## src/rtl/ahf_pkg.sv

```systemverilog
package ahf_pkg;
    localparam int BYTE_W     = 8;
    localparam int ADDR_BYTES = 6;
    localparam int MAC_W      = BYTE_W * ADDR_BYTES;
    localparam int REG_W      = 32;
    localparam int CRC_W      = 32;
    localparam int HASH_BITS  = 6;
    localparam int TBL_BITS   = 1 << HASH_BITS;
    localparam int TBL_WORDS  = TBL_BITS / REG_W;
    localparam int CNT_W      = $clog2(ADDR_BYTES + 1);

    localparam logic [CRC_W-1:0] CRC_POLY = 32'hEDB88320;
    localparam logic [CRC_W-1:0] CRC_SEED = 32'hFFFFFFFF;
    localparam logic [15:0]      STN_PAD  = 16'h8808;

    // configuration word map
    localparam int STN_HI_A = 0;
    localparam int STN_LO_A = 1;
    localparam int IND_A    = 2;
    localparam int GRP_A    = IND_A + TBL_WORDS;

    // one reflected CRC step for a single data bit
    function automatic logic [CRC_W-1:0] crc_bit_step(input logic [CRC_W-1:0] c,
                                                       input logic b);
        logic [CRC_W-1:0] r;
        r = c >> 1;
        if (c[0] ^ b)
            r = r ^ CRC_POLY;
        return r;
    endfunction
endpackage

```

## src/rtl/ahf_cfg_regs.sv

```systemverilog
module ahf_cfg_regs
    import ahf_pkg::*;
#(
    parameter int AW = 3
) (
    input  logic                 clk,
    input  logic                 rst_n,
    input  logic                 we,
    input  logic [AW-1:0]        waddr,
    input  logic [REG_W-1:0]     wdata,
    input  logic [AW-1:0]        raddr,
    output logic [REG_W-1:0]     rdata,
    output logic [MAC_W-1:0]     station,
    output logic [TBL_BITS-1:0]  ind_tbl,
    output logic [TBL_BITS-1:0]  grp_tbl
);
    typedef struct packed {
        logic [REG_W-1:0]                 stn_hi;
        logic [15:0]                      stn_lo;
        logic [TBL_WORDS-1:0][REG_W-1:0]  ind;
        logic [TBL_WORDS-1:0][REG_W-1:0]  grp;
    } cfg_t;

    cfg_t st_d, st_q;

    always_comb begin
        st_d = st_q;
        if (we) begin
            if (waddr == AW'(STN_HI_A))
                st_d.stn_hi = wdata;
            if (waddr == AW'(STN_LO_A))
                st_d.stn_lo = wdata[REG_W-1 -: 16];
            for (int w = 0; w < TBL_WORDS; w++) begin
                if (waddr == AW'(IND_A + TBL_WORDS - 1 - w))
                    st_d.ind[w] = wdata;
                if (waddr == AW'(GRP_A + TBL_WORDS - 1 - w))
                    st_d.grp[w] = wdata;
            end
        end
    end

    always_ff @(posedge clk or negedge rst_n) begin
        if (!rst_n)
            st_q <= '0;
        else
            st_q <= st_d;
    end

    always_comb begin
        rdata = '0;
        if (raddr == AW'(STN_HI_A))
            rdata = st_q.stn_hi;
        if (raddr == AW'(STN_LO_A))
            rdata = {st_q.stn_lo, STN_PAD};
        for (int w = 0; w < TBL_WORDS; w++) begin
            if (raddr == AW'(IND_A + TBL_WORDS - 1 - w))
                rdata = st_q.ind[w];
            if (raddr == AW'(GRP_A + TBL_WORDS - 1 - w))
                rdata = st_q.grp[w];
        end
    end

    assign station = {st_q.stn_hi, st_q.stn_lo};
    assign ind_tbl = st_q.ind;
    assign grp_tbl = st_q.grp;
endmodule

```

## src/rtl/ahf_crc_unit.sv

```systemverilog
module ahf_crc_unit
    import ahf_pkg::*;
(
    input  logic              clk,
    input  logic              rst_n,
    input  logic              take,
    input  logic              first,
    input  logic [BYTE_W-1:0] din,
    output logic [CRC_W-1:0]  crc_nxt
);
    typedef struct packed {
        logic [CRC_W-1:0] crc;
    } crc_st_t;

    crc_st_t st_d, st_q;
    logic [CRC_W-1:0] chain [0:BYTE_W];

    assign chain[0] = first ? CRC_SEED : st_q.crc;

    // one unrolled bit step per data bit, least significant bit first
    for (genvar i = 0; i < BYTE_W; i++) begin : g_bit
        assign chain[i+1] = crc_bit_step(chain[i], din[i]);
    end

    always_comb begin
        st_d = st_q;
        if (take)
            st_d.crc = chain[BYTE_W];
    end

    always_ff @(posedge clk or negedge rst_n) begin
        if (!rst_n)
            st_q <= '{crc: CRC_SEED};
        else
            st_q <= st_d;
    end

    assign crc_nxt = st_d.crc;
endmodule

```

## src/rtl/ahf_addr_track.sv

```systemverilog
module ahf_addr_track
    import ahf_pkg::*;
(
    input  logic              clk,
    input  logic              rst_n,
    input  logic              sof,
    input  logic              valid,
    input  logic [BYTE_W-1:0] din,
    input  logic [MAC_W-1:0]  station,
    output logic              take,
    output logic              first,
    output logic              last,
    output logic              exact_nxt,
    output logic              group_nxt
);
    typedef struct packed {
        logic [CNT_W-1:0] cnt;
        logic             eq;
        logic             grp;
    } trk_t;

    trk_t st_d, st_q;
    logic [CNT_W-1:0]  pos;
    logic [BYTE_W-1:0] stn_sel;
    logic [BYTE_W-1:0] stn_b [ADDR_BYTES];

    for (genvar k = 0; k < ADDR_BYTES; k++) begin : g_stn
        assign stn_b[k] = station[MAC_W-1-BYTE_W*k -: BYTE_W];
    end

    always_comb begin
        first = valid && sof;
        pos   = first ? '0 : st_q.cnt;
        take  = valid && (pos < CNT_W'(ADDR_BYTES));
        last  = take && (pos == CNT_W'(ADDR_BYTES - 1));
        stn_sel = '0;
        for (int k = 0; k < ADDR_BYTES; k++)
            if (pos == CNT_W'(k))
                stn_sel = stn_b[k];
        st_d = st_q;
        if (take) begin
            st_d.cnt = pos + 1'b1;
            st_d.eq  = (first ? 1'b1 : st_q.eq) && (din == stn_sel);
            st_d.grp = first ? din[0] : st_q.grp;
        end
    end

    always_ff @(posedge clk or negedge rst_n) begin
        if (!rst_n)
            st_q <= '{cnt: CNT_W'(ADDR_BYTES), eq: 1'b0, grp: 1'b0};
        else
            st_q <= st_d;
    end

    assign exact_nxt = st_d.eq;
    assign group_nxt = st_d.grp;
endmodule

```

## src/rtl/addr_hash_filter.sv

```systemverilog
module addr_hash_filter
    import ahf_pkg::*;
#(
    parameter int CFG_AW = 3
) (
    input  logic                 clk,
    input  logic                 rst_n,
    input  logic                 cfg_we,
    input  logic [CFG_AW-1:0]    cfg_waddr,
    input  logic [REG_W-1:0]     cfg_wdata,
    input  logic [CFG_AW-1:0]    cfg_raddr,
    output logic [REG_W-1:0]     cfg_rdata,
    input  logic                 rx_sof,
    input  logic                 rx_valid,
    input  logic [BYTE_W-1:0]    rx_byte,
    output logic                 flt_done,
    output logic                 flt_accept,
    output logic                 flt_exact,
    output logic                 flt_group,
    output logic [HASH_BITS-1:0] flt_hash_idx
);
    typedef struct packed {
        logic                 done;
        logic                 accept;
        logic                 exact;
        logic                 group;
        logic [HASH_BITS-1:0] idx;
    } dec_t;

    logic [MAC_W-1:0]     station;
    logic [TBL_BITS-1:0]  ind_tbl, grp_tbl, sel_tbl;
    logic [CRC_W-1:0]     crc_nxt;
    logic                 take, first, last, exact_nxt, group_nxt;
    logic [HASH_BITS-1:0] hidx;
    dec_t                 dec_d, dec_q;

    ahf_cfg_regs #(.AW(CFG_AW)) u_regs (
        .clk     (clk),
        .rst_n   (rst_n),
        .we      (cfg_we),
        .waddr   (cfg_waddr),
        .wdata   (cfg_wdata),
        .raddr   (cfg_raddr),
        .rdata   (cfg_rdata),
        .station (station),
        .ind_tbl (ind_tbl),
        .grp_tbl (grp_tbl)
    );

    ahf_addr_track u_trk (
        .clk       (clk),
        .rst_n     (rst_n),
        .sof       (rx_sof),
        .valid     (rx_valid),
        .din       (rx_byte),
        .station   (station),
        .take      (take),
        .first     (first),
        .last      (last),
        .exact_nxt (exact_nxt),
        .group_nxt (group_nxt)
    );

    ahf_crc_unit u_crc (
        .clk     (clk),
        .rst_n   (rst_n),
        .take    (take),
        .first   (first),
        .din     (rx_byte),
        .crc_nxt (crc_nxt)
    );

    assign hidx    = crc_nxt[CRC_W-1 -: HASH_BITS];
    assign sel_tbl = group_nxt ? grp_tbl : ind_tbl;

    always_comb begin
        dec_d = '0;
        if (last) begin
            dec_d.done   = 1'b1;
            dec_d.exact  = exact_nxt;
            dec_d.group  = group_nxt;
            dec_d.idx    = hidx;
            dec_d.accept = exact_nxt | sel_tbl[hidx];
        end
    end

    always_ff @(posedge clk or negedge rst_n) begin
        if (!rst_n)
            dec_q <= '0;
        else
            dec_q <= dec_d;
    end

    assign flt_done     = dec_q.done;
    assign flt_accept   = dec_q.accept;
    assign flt_exact    = dec_q.exact;
    assign flt_group    = dec_q.group;
    assign flt_hash_idx = dec_q.idx;
endmodule

```

## config.mk

```make
export PLATFORM = sky130hd
export DESIGN_NAME = addr_hash_filter
export DESIGN_NICKNAME = d
export VERILOG_FILES = /design/src/rtl/ahf_pkg.sv /design/src/rtl/ahf_cfg_regs.sv /design/src/rtl/ahf_crc_unit.sv /design/src/rtl/ahf_addr_track.sv /design/src/rtl/addr_hash_filter.sv
export SDC_FILE = /design/constraint.sdc
export NUM_CORES = 1
export LEC_CHECK = 0
export ABC_AREA = 1
export BUFFER_PORTS_ARGS = -buffer_cell sky130_fd_sc_hd__buf_2
export CAP_MARGIN = 20
export CORE_MARGIN = 2
export CORE_UTILIZATION = 55
export CTS_CLUSTER_DIAMETER = 100
export CTS_CLUSTER_SIZE = 28
export DETAILED_ROUTE_END_ITERATION = 10
export HOLD_SLACK_MARGIN = 0.05
export PLACE_DENSITY = 0.74
export SLEW_MARGIN = 0
export SYNTH_ARGS = -nofsm -noshare
export SYNTH_HDL_FRONTEND = slang
export SYNTH_SLANG_ARGS = --single-unit
```

## constraint.sdc

```tcl
create_clock -name clk -period 5.7 [get_ports clk]
set_clock_uncertainty 0.1 [all_clocks]
set_input_delay 0.285 -clock clk [delete_from_list [all_inputs] [get_ports clk]]
set_output_delay 0.285 -clock clk [all_outputs]
set_load 0.1 [all_outputs]
```

== Word level (Yosys, flattened, before mapping) ==
Index checks and enable logic that the tools add are counted.

* Output and inout port bits: 42
* Word-level logic and storage cells: 95
* Register bits after elaboration: 223

* Add/sub/neg operators: 1
* Order comparisons: 2
* Bitwise logic cells: 17
* Muxes and demuxes: 30
* Reduce and logical (&&, ||, !) cells: 13
* Equality and inequality tests: 16

{| class="wikitable"
|+ Operators with widths
! kind !! count
|-
| $mux 32 || 16
|-
| $not 13->14 || 8
|-
| $mux 64 || 1
|-
| $mux 8 || 6
|-
| $eq 3x2->1 const B || 6
|-
| $eq 3x3->1 const B || 6
|-
| $reduce_and 2->1 || 6
|-
| $mux 10 || 1
|-
| $eq 3x1->1 const B || 3
|-
| $logic_not 3->1 || 3
|-
| $eq 8x8->1 || 1
|-
| $xor 1x1->1 || 8
|-
| $lt 6x7->1 const B || 1
|-
| $bmux 1 s6 || 1
|-
| $logic_and 1x1->1 || 4
|-
| $add 3x1->3 const B || 1
|-
| $lt 3x3->1 const B || 1
|-
| $mux 1 || 3
|-
| $mux 3 || 1
|-
| $mux 2 || 1
|-
| $or 1x1->1 || 1
|}

== Logic depth before layout (Yosys ltp) ==
Gate-level depths: netlist of run 1.

* Word-level depth: 23
* Depth in mapped cells: 23
* Gate-level depth less buffers: 20

== Modules after synthesis ==
A second synthesis of run 1 with hierarchy kept.

* Cells, all modules: 1,876
* Area, all modules: 13,197.7 µm²

{| class="wikitable"
|+ By module, submodules not included
! module !! area an instance (µm²) !! cells each !! times used
|-
| ahf_cfg_regs || 7,803.7 || 946 || 1
|-
| ahf_crc_unit || 2,562.5 || 362 || 1
|-
| addr_hash_filter || 1,655.3 || 334 || 1
|-
| ahf_addr_track || 1,176.1 || 234 || 1
|}

== Worst setup path after synthesis of run 1 ==
No wires, ideal clock.

* Path kind: input port to flip-flop
* Start: input port rx_sof
* End: register dec_q, in the netlist flt_accept
* Stages: 21
* Path slack: 2.563 ns
* Path buffers: 5
* Arrival: 2.968 ns
* Cells stage by stage: nand2_2 > buf_6 > buf_6 > inv_2 > clkbuf_1 > clkbuf_1 > nor2_1 > ha_1 > clkbuf_1 > inv_1 > nor2_2 > inv_1 > o21ai_0 > o21bai_1 > nand2_1 > xor2_1 > nor2_1 > nand2_1 > nor2_1 > nand4_1 > nand3_1

{| class="wikitable"
|+ RTL lines
! item !! line !! text
|-
| from (decl) || addr_hash_filter.sv:13 || <nowiki>input logic rx_sof,</nowiki>
|-
| to (signal assigned) || addr_hash_filter.sv:89 || <nowiki>dec_q <= '0;</nowiki>
|-
| to (signal assigned) || addr_hash_filter.sv:91 || <nowiki>dec_q <= dec_d;</nowiki>
|-
| to (decl) || addr_hash_filter.sv:35 || <nowiki>dec_t dec_d, dec_q;</nowiki>
|}

== Final worst setup path of run 1 ==
* Start: input port cfg_raddr[2]
* End: output port cfg_rdata[0]

* Word-level cells in the longest chain between the ends: 7
* Elaborated cells between the ends (all ways): 12
* Classes of those cells: eq/ne (5); mux (6); reduce/logical (1)

{| class="wikitable"
|+ Ends and longest elaborated chain
! item !! line !! text
|-
| from (decl) || addr_hash_filter.sv:11 || <nowiki>input logic [CFG_AW-1:0] cfg_raddr,</nowiki>
|-
| $logic_not 3->1 || ahf_cfg_regs.sv:51 || <nowiki>if (raddr == AW'(STN_HI_A))</nowiki>
|-
| $mux 32 || ahf_cfg_regs.sv:51 ||
|-
| $mux 32 || ahf_cfg_regs.sv:53 || <nowiki>if (raddr == AW'(STN_LO_A))</nowiki>
|-
| $mux 32 || ahf_cfg_regs.sv:56 || <nowiki>if (raddr == AW'(IND_A + TBL_WORDS - 1 - w))</nowiki>
|-
| $mux 32 || ahf_cfg_regs.sv:58 || <nowiki>if (raddr == AW'(GRP_A + TBL_WORDS - 1 - w))</nowiki>
|-
| $mux 32 || ahf_cfg_regs.sv:56 ||
|-
| $mux 32 (*) || ahf_cfg_regs.sv:58 ||
|-
| to (decl) || addr_hash_filter.sv:12 || <nowiki>output logic [REG_W-1:0] cfg_rdata,</nowiki>
|}

Every way passes the cells marked *; elsewhere a longest branch is shown, timed or not.

==> results of run 1 <==
## layout by cell type, fill, tap and decap left out, types with 9 or more instances in the layout
cell,synthesis,final
dfstp_2,34,34
nand2_2,12,15
buf_4,2,12
clkbuf_16,0,13
o21ai_0,273,273
o221ai_1,33,33
inv_1,182,182
nand3b_1,10,10
nor2_1,48,47
o211ai_1,15,15
nand4_1,11,11
o21ai_1,10,9
nand2_1,500,497
nand3_1,156,152
buf_2,8,91
dfrtp_1,189,189
dlygate4sd3_1,0,29
xor2_1,45,45
a21oi_1,16,16
## sequential cells by signal, summed over array words and instances (netlist names)
name and cells:
u_crc.st_q 32, flt_accept 1, u_regs.station 48, u_regs.ind_tbl 64, flt_done 1, u_regs.grp_tbl 64, u_trk.st_q 5, flt_group 1
flt_hash_idx 6, flt_exact 1
## kinds of logic after synthesis
family / share of synthesized area
and+or+nand+nor: 0.255
AOI/OAI and AO/OA: 0.159
buffers and inverters: 0.0898
DFF: 0.451
xor gates and xnor gates: 0.0429
adders and majority gates: 0.00301
## worst register-to-register path: cells and delay by family, from the launching register on
family                 cells  cell delay (ns)
AOI/OAI and AO/OA          1             0.19
and+or+nand+nor           16             2.56
DFF                        1             0.54
buffers and inverters      2             0.12
## power breakdown
group	switching, mW	leakage, nW	total, mW	internal, mW
clock network	0.558	0.182	0.995	0.437
logic	2.01	3.87	2.88	0.876
registers	0.267	2.75	2.30	2.04
total	2.83	6.80	6.18	3.35
## layout make-up
| cell class | count | area [um^2] | area share |
|---|---|---|---|
| multi-input cells | 1169 | 5780 | 0.421 |
| flip-flops and latches | 223 | 5620 | 0.409 |
| repair buffers | 135 | 891 | 0.0648 |
| inverters | 189 | 712 | 0.0518 |
| well taps | 285 | 357 | 0.0259 |
| clock buffers | 17 | 340 | 0.0248 |
| clock inverters | 3 | 36.3 | 0.00264 |
## path summary, 6_finish.rpt
check / start / end / slack (ns)
max: cfg_raddr[2] / cfg_rdata[0] / 2.02
min: cfg_wdata[30] / u_regs.station[46] / 0.04
max reg2reg: u_crc.st_q[7] / flt_accept / 2.11
min reg2reg: u_regs.ind_tbl[9] / u_regs.ind_tbl[9] / 0.39
max in group asynchronous: rst_n / u_trk.st_q[1] / 3.76
min in group asynchronous: rst_n / u_regs.station[1] / 0.29
## metal layers
layer | global-route usage | vias up | part of all wire
li1 | - | 5541 | -
met1 | 0.459 | 5512 | 0.43
met2 | 0.503 | 548 | 0.46
met3 | 0.0572 | 84 | 0.088
met4 | 0.111 | 0 | 0.029
met5 | 0 | - | 0
## stage by stage
| step | cell area, um^2 | instances | setup slack (ns) | util | hold slack, ns |
|---|---|---|---|---|---|
| floorplan | 12500 | 1673 | 2.56 | - | -0.111 |
| detailed placement | 13100 | 1971 | 1.83 | 0.582 | 0.260 |
| global route | 13700 | 2021 | 1.92 | 0.613 | 0.0511 |
| global placement | 13100 | 1971 | 1.90 | 0.582 | 0.259 |
| CTS | 13700 | 2020 | 2.11 | 0.612 | 0.0536 |
| finish | 13700 | 2021 | 2.02 | 0.613 | 0.0436 |
==> results.py, run 1 <==
metrics = {
    "critical_path": {
        "critPathCaptureType": "output pin",
        "slowest_delay_ns": 0.94,
        "cp-start-kind": "input port",
        "path_max_fanout": 32,
        "crit_arrival_ns": 3.30,
        "cp.buffers_inverters": 3,
        "cp.depth": 7,
        "cpMaxStageDelayCell": "nand3_2",
        "cp_cell_sequence": "buf_2 -> inv_1 -> nand3_2 -> o221ai_1 -> o21ai_0 -> o211ai_1 -> buf_2",
        "cpMostUsedCell": "buf_2",
        "cp_top_family": "buffers and inverters",
        "r2r_cells": 19,
        "cp.required_ns": 5.32,
        "crit_type": "input port to output pin",
    },
    "detailed_routing": {
        "routedWlPerCell_um": 18.7,
        "drcViolationCount": 0,
        "wirelength_mm": 37.8,
        "num_vias": 11685,
        "vias_per_cell": 5.78,
        "ant_nets": 0,
        "drt-initial-drc-count": 1207,
        "dr.pass1.iters": 6,
    },
    "placed_design": {
        "numPortBuffers": 92,
        "hpwl_mm": 24.7,
        "place_congestion": 0.985,
    },
    "power_and_ir_drop": {
        "ir_worst_vdd_mv": 0.213,
        "cellLeakagePower_nw": 6.80,
        "power_mw": 6.18,
        "powerDensity_mw_per_mm2": 450,
    },
    "synth": {
        "async_reset_ff_frac": 1.00,
        "yosys_warnings": 0,
        "synthMostInstantiatedCell": "nand2_1",
        "synthDistinctLibCells": 37,
        "yosys_most_used_dff": "dfrtp_1",
        "synth_edf_count": 0,
        "ys_top_cells_by_count": "500 x nand2_1, 273 x o21ai_0, 189 x dfrtp_1",
        "synth.area.top_cells": "dfrtp_1 38%, nand2_1 15%, o21ai_0 11%",
        "mappedNetlistArea_mm2": 0.0125,
        "syn_inst": 1673,
        "synth_fp_nets": 1727,
        "avgSynthCellArea_um2": 7.46,
        "seq_area_frac_synth": 0.451,
        "yosys.area.top_type": "dfrtp_1",
        "synth_seq_cells": 223,
        "synthDominantCellAreaShare": 0.379,
    },
    "floorplan": {
        "num_rows": 55,
        "start_util": 0.556,
        "die-area_mm2": 0.0239,
        "die_w_um": 155,
        "dieHeight_um": 155,
        "coreArea_mm2": 0.0224,
        "pin_count": 93,
    },
    "global_route": {
        "antenna_found_initial": 0,
        "track_usage": 0.323,
        "grt_overflow_total": 0,
        "first_global_vias": 11119,
        "grt_pass1_wl_mm": 60.9,
        "grt_max_degree": 97,
    },
    "cts": {
        "cts_max_path_buffers": 3,
        "post_cts_resized": 0,
        "insertion_delay_ns": 0.50,
        "hold_buffers": 29,
        "post_cts_buffers": 0,
        "htreeDepth": 1,
        "cts_sinks": 223,
        "cts_tree": "done",
        "cts_made_buffers": 12,
        "clk_pin_slew_worst_paths_ns": 0.11,
        "cts_root_buf": "clkbuf_16",
    },
    "layout": {
        "layout.nets": 1784,
        "fillers": 2084,
        "areaGrowthSynthToFinish_pct": 10.2,
        "drive_gt1_frac": 0.115,
        "diodes": 0,
    },
    "sta": {
        "finalMaxSlewViolations": 0,
        "fmax_ghz": 0.271,
        "fin_setup_tns_ns": 0,
        "hold_viol_final": 0,
        "slew_headroom": 0.252,
        "post-route-period-util": 0.646,
        "rsz0062_at_grt": "false",
        "setup_viol": 0,
        "fin_crit_ns": 3.68,
        "tightest_slew_ns": 1.12,
    },
    "min_path": {
        "min_path_cells": 3,
        "holdCritPathClass": "input port to flip-flop",
    },
    "outcome": {
        "status": "finished clean",
    },
    "job": {
        "drv_cap": 0,
    },
}
Note: power is estimated with default switching activity, not from simulation.
==> run 2, diff against run 1 <==
Settings changed: ABC_AREA 1 to 0, PLACE_DENSITY 0.74 to 0.77.
Clock period 5.7 ns to 3.1 ns, I/O delays scaled along.
==> run 2 against run 1 <==
The run now ends with setup timing left. Total power up 140%. First-iteration DRC count is 15% lower. Design area increased by 10%. Non-clock buffer count rose by 98. Cell count is 20% lower. Hold slack better by 0.0079 ns. Area after synthesis is 0.27% higher. Sequential power is 97% higher. Die area increased by 0.26%. Largest cell class unchanged.
==> results.py, run 2 <==
metrics = {
    "outcome": {
        "status": "complete, but fails checks",
        "violations": "setup timing",
    },
    "power_and_ir_drop": {
        "ir_worst_vdd_mv": 0.648,
        "powerDensity_mw_per_mm2": 969,
        "cellLeakagePower_nw": 6.51,
    },
    "critical_path": {
        "r2r_start": "u_crc.st_q[1]",
        "path_max_fanout": 13,
        "cpMaxStageDelayCell": "dfstp_2",
        "critPathCaptureType": "flip-flop",
        "cpMostUsedCell": "o211ai_1",
        "rr_endpoint": "flt_accept",
        "cp-start-kind": "flip-flop",
        "crit_type": "flip-flop to flip-flop",
        "crit_arrival_ns": 3.53,
        "r2r_slack_ns": -0.15,
        "crit_path_end": "flt_accept",
        "cp_cell_sequence": "xnor2_1 -> or3_4 -> nand2_4 -> xnor3_2 -> o21ai_4 -> buf_12 -> buf_4 -> mux4_2 -> a311oi_1 -> o211ai_1 -> o211ai_1 -> o211ai_1",
        "slowest_delay_ns": 0.55,
        "cp.required_ns": 3.38,
        "r2r_cells": 12,
        "setup.worst_path.start": "u_crc.st_q[1]",
    },
    "sta": {
        "fmax_ghz": 0.308,
        "post-route-period-util": 1.05,
        "finalMaxSlewViolations": 0,
        "setup_viol": 1,
        "tightest_slew_ns": 0.767,
        "rsz0062_at_grt": "true",
        "hold_viol_final": 0,
        "slew_headroom": 0.488,
        "holdWs_ns": 0.0515,
        "fin_crit_ns": 3.25,
        "setup_slack_ns": -0.147,
    },
    "synth": {
        "synth_fp_nets": 1218,
        "synth.area.top_cells": "dfrtp_1 38%, mux2_2 17%, dfstp_2 7.1%",
        "avgSynthCellArea_um2": 10.7,
        "yosys_most_used_dff": "dfrtp_1",
        "mappedNetlistArea_mm2": 0.0125,
        "synthDominantCellAreaShare": 0.378,
        "ys_top_cells_by_count": "194 x mux2_2, 189 x dfrtp_1, 139 x nand2_1",
        "syn_inst": 1164,
        "yosys_warnings": 0,
        "synth_seq_cells": 223,
        "synthDistinctLibCells": 67,
        "async_reset_ff_frac": 1.00,
        "synthMostInstantiatedCell": "mux2_2",
        "yosys.area.top_type": "dfrtp_1",
        "synth_edf_count": 0,
        "seq_area_frac_synth": 0.449,
    },
    "floorplan": {
        "pin_count": 93,
        "dieHeight_um": 155,
        "coreArea_mm2": 0.0225,
        "num_rows": 55,
        "die-area_mm2": 0.0240,
        "start_util": 0.556,
        "die_w_um": 155,
    },
    "layout": {
        "layout.nets": 1380,
        "post-route-util": 0.673,
        "areaGrowthSynthToFinish_pct": 21.1,
        "layout_commonest_cell": "mux2_2",
        "diodes": 0,
        "fillers": 1664,
        "multi_input_area_mm2": 0.00662,
        "drive_gt1_frac": 0.365,
        "regArea_mm2": 0.00562,
        "final_cell_mix": "194 x mux2_2, 189 x dfrtp_1, 138 x nand2_1",
    },
    "cts": {
        "htreeDepth": 1,
        "cts_sinks": 223,
        "cts_tree": "done",
        "cts_max_path_buffers": 3,
        "cts_made_buffers": 12,
        "insertion_delay_ns": 0.50,
        "cts_root_buf": "clkbuf_16",
        "clk_pin_slew_worst_paths_ns": 0.11,
    },
    "detailed_routing": {
        "drt-initial-drc-count": 1028,
        "drcViolationCount": 0,
        "routedWlPerCell_um": 22.4,
        "num_vias": 10122,
        "wirelength_mm": 36.3,
        "ant_nets": 0,
        "dr.pass1.iters": 6,
        "vias_per_cell": 6.26,
    },
    "global_route": {
        "grt_pass1_wl_mm": 57.4,
        "track_usage": 0.304,
        "antenna_found_initial": 0,
        "grt_max_degree": 101,
        "grt_overflow_total": 0,
        "first_global_vias": 10310,
    },
    "placed_design": {
        "place_congestion": 0.992,
        "numPortBuffers": 92,
        "hpwl_mm": 25.1,
    },
    "job": {
        "drv_cap": 0,
    },
    "min_path": {
        "holdCritPathClass": "input port to flip-flop",
    },
}
-- run 2: changes by cell type in the layout (fill, tap and decap cells not counted), moves of 86 or more --
cell and delta:
nand2_1 -359, nand3_1 -136, inv_1 -173, o21ai_0 -240, mux2_2 +194, buf_4 +86
-- run 2: repair_timing --
action / in CTS / in global routing
resized for setup: 9 / 27
pin swaps: 1 / 8
hold endpoints to repair: 274 / 0
buffers inserted: 4 / 3
hold buffers: 35 / 0
setup endpoints to repair: 2 / 3
-- run 2: per-stage QoR --
stage	TNS, ns	setup slack (ns)	instance area (um^2)	power, mW	cells
4_1_cts	-0.138	-0.138	15000	14.4	1614
3_5_place_dp	-0.232	-0.171	14200	12.4	1555
6_report	-0.147	-0.147	15200	14.7	1617
2_1_floorplan	-0.115	-0.115	12500	9.51	1164
5_1_grt	-0.289	-0.266	15200	15.4	1617
3_3_place_gp	-0.138	-0.130	14200	12.1	1555
-- run 2: power by group --
part	internal, mW	total (mW)	switching (mW)
logic	3.93	8.33	4.39
clock network	0.806	1.83	1.03
registers	3.84	4.53	0.688
-- run 2: logic make-up (layout without fill, tap and decap cells) --
kind of cell / count (synthesis) / count (layout) / synth area share
AO/OA/AOI/OAI: 233 / 233 / 0.127
XOR/XNOR: 88 / 88 / 0.0693
adder cells (fa/ha/maj): 3 / 3 / 0.00300
buffers and inverters: 98 / 266 / 0.0343
flip-flops: 223 / 223 / 0.449
multiplexers: 231 / 231 / 0.222
AND/OR/NAND/NOR: 288 / 288 / 0.0958
-- run 2: worst min path at each step --
stage                     startpoint                  to  slack (ns)  depth (start not counted)
after floorplan                rst_n          flt_accept       -0.24                          0
after global placement         rst_n  u_regs.ind_tbl[16]        0.15                          1
after detailed placement       rst_n  u_regs.ind_tbl[16]        0.16                          1
after CTS                 rx_byte[2]      u_crc.st_q[10]        0.06                          4
after global routing      rx_byte[2]      u_crc.st_q[10]        0.11                          4
final                     rx_byte[2]      u_crc.st_q[10]        0.05                          4
-- run 2: final cells by class --
class | instances | share of cell area
sequential | 223 | 0.371
multi-input combinational | 843 | 0.437
tap | 285 | 0.0235
clock buffer | 17 | 0.0225
inverter | 13 | 0.00322
clock inverter | 3 | 0.00239
timing repair buffer | 233 | 0.140
-- run 2: worst max-delay path: cells and delay by family (launching register included) --
kind,cells,cell delay (ns)
multiplexers,1,0.31
flip-flops,1,0.55
XOR/XNOR,2,0.56
buffers and inverters,2,0.33
AND/OR/NAND/NOR,2,0.46
AO/OA/AOI/OAI,5,0.84
-- run 2: routing by layer --
| metal | vias up | global-route usage | part of all wire |
|---|---|---|---|
| met2 | 496 | 0.503 | 0.48 |
| li1 | 4484 | - | - |
| met5 | - | 0 | 0 |
| met1 | 5054 | 0.420 | 0.41 |
| met4 | 0 | 0.0838 | 0.026 |
| met3 | 88 | 0.0479 | 0.080 |
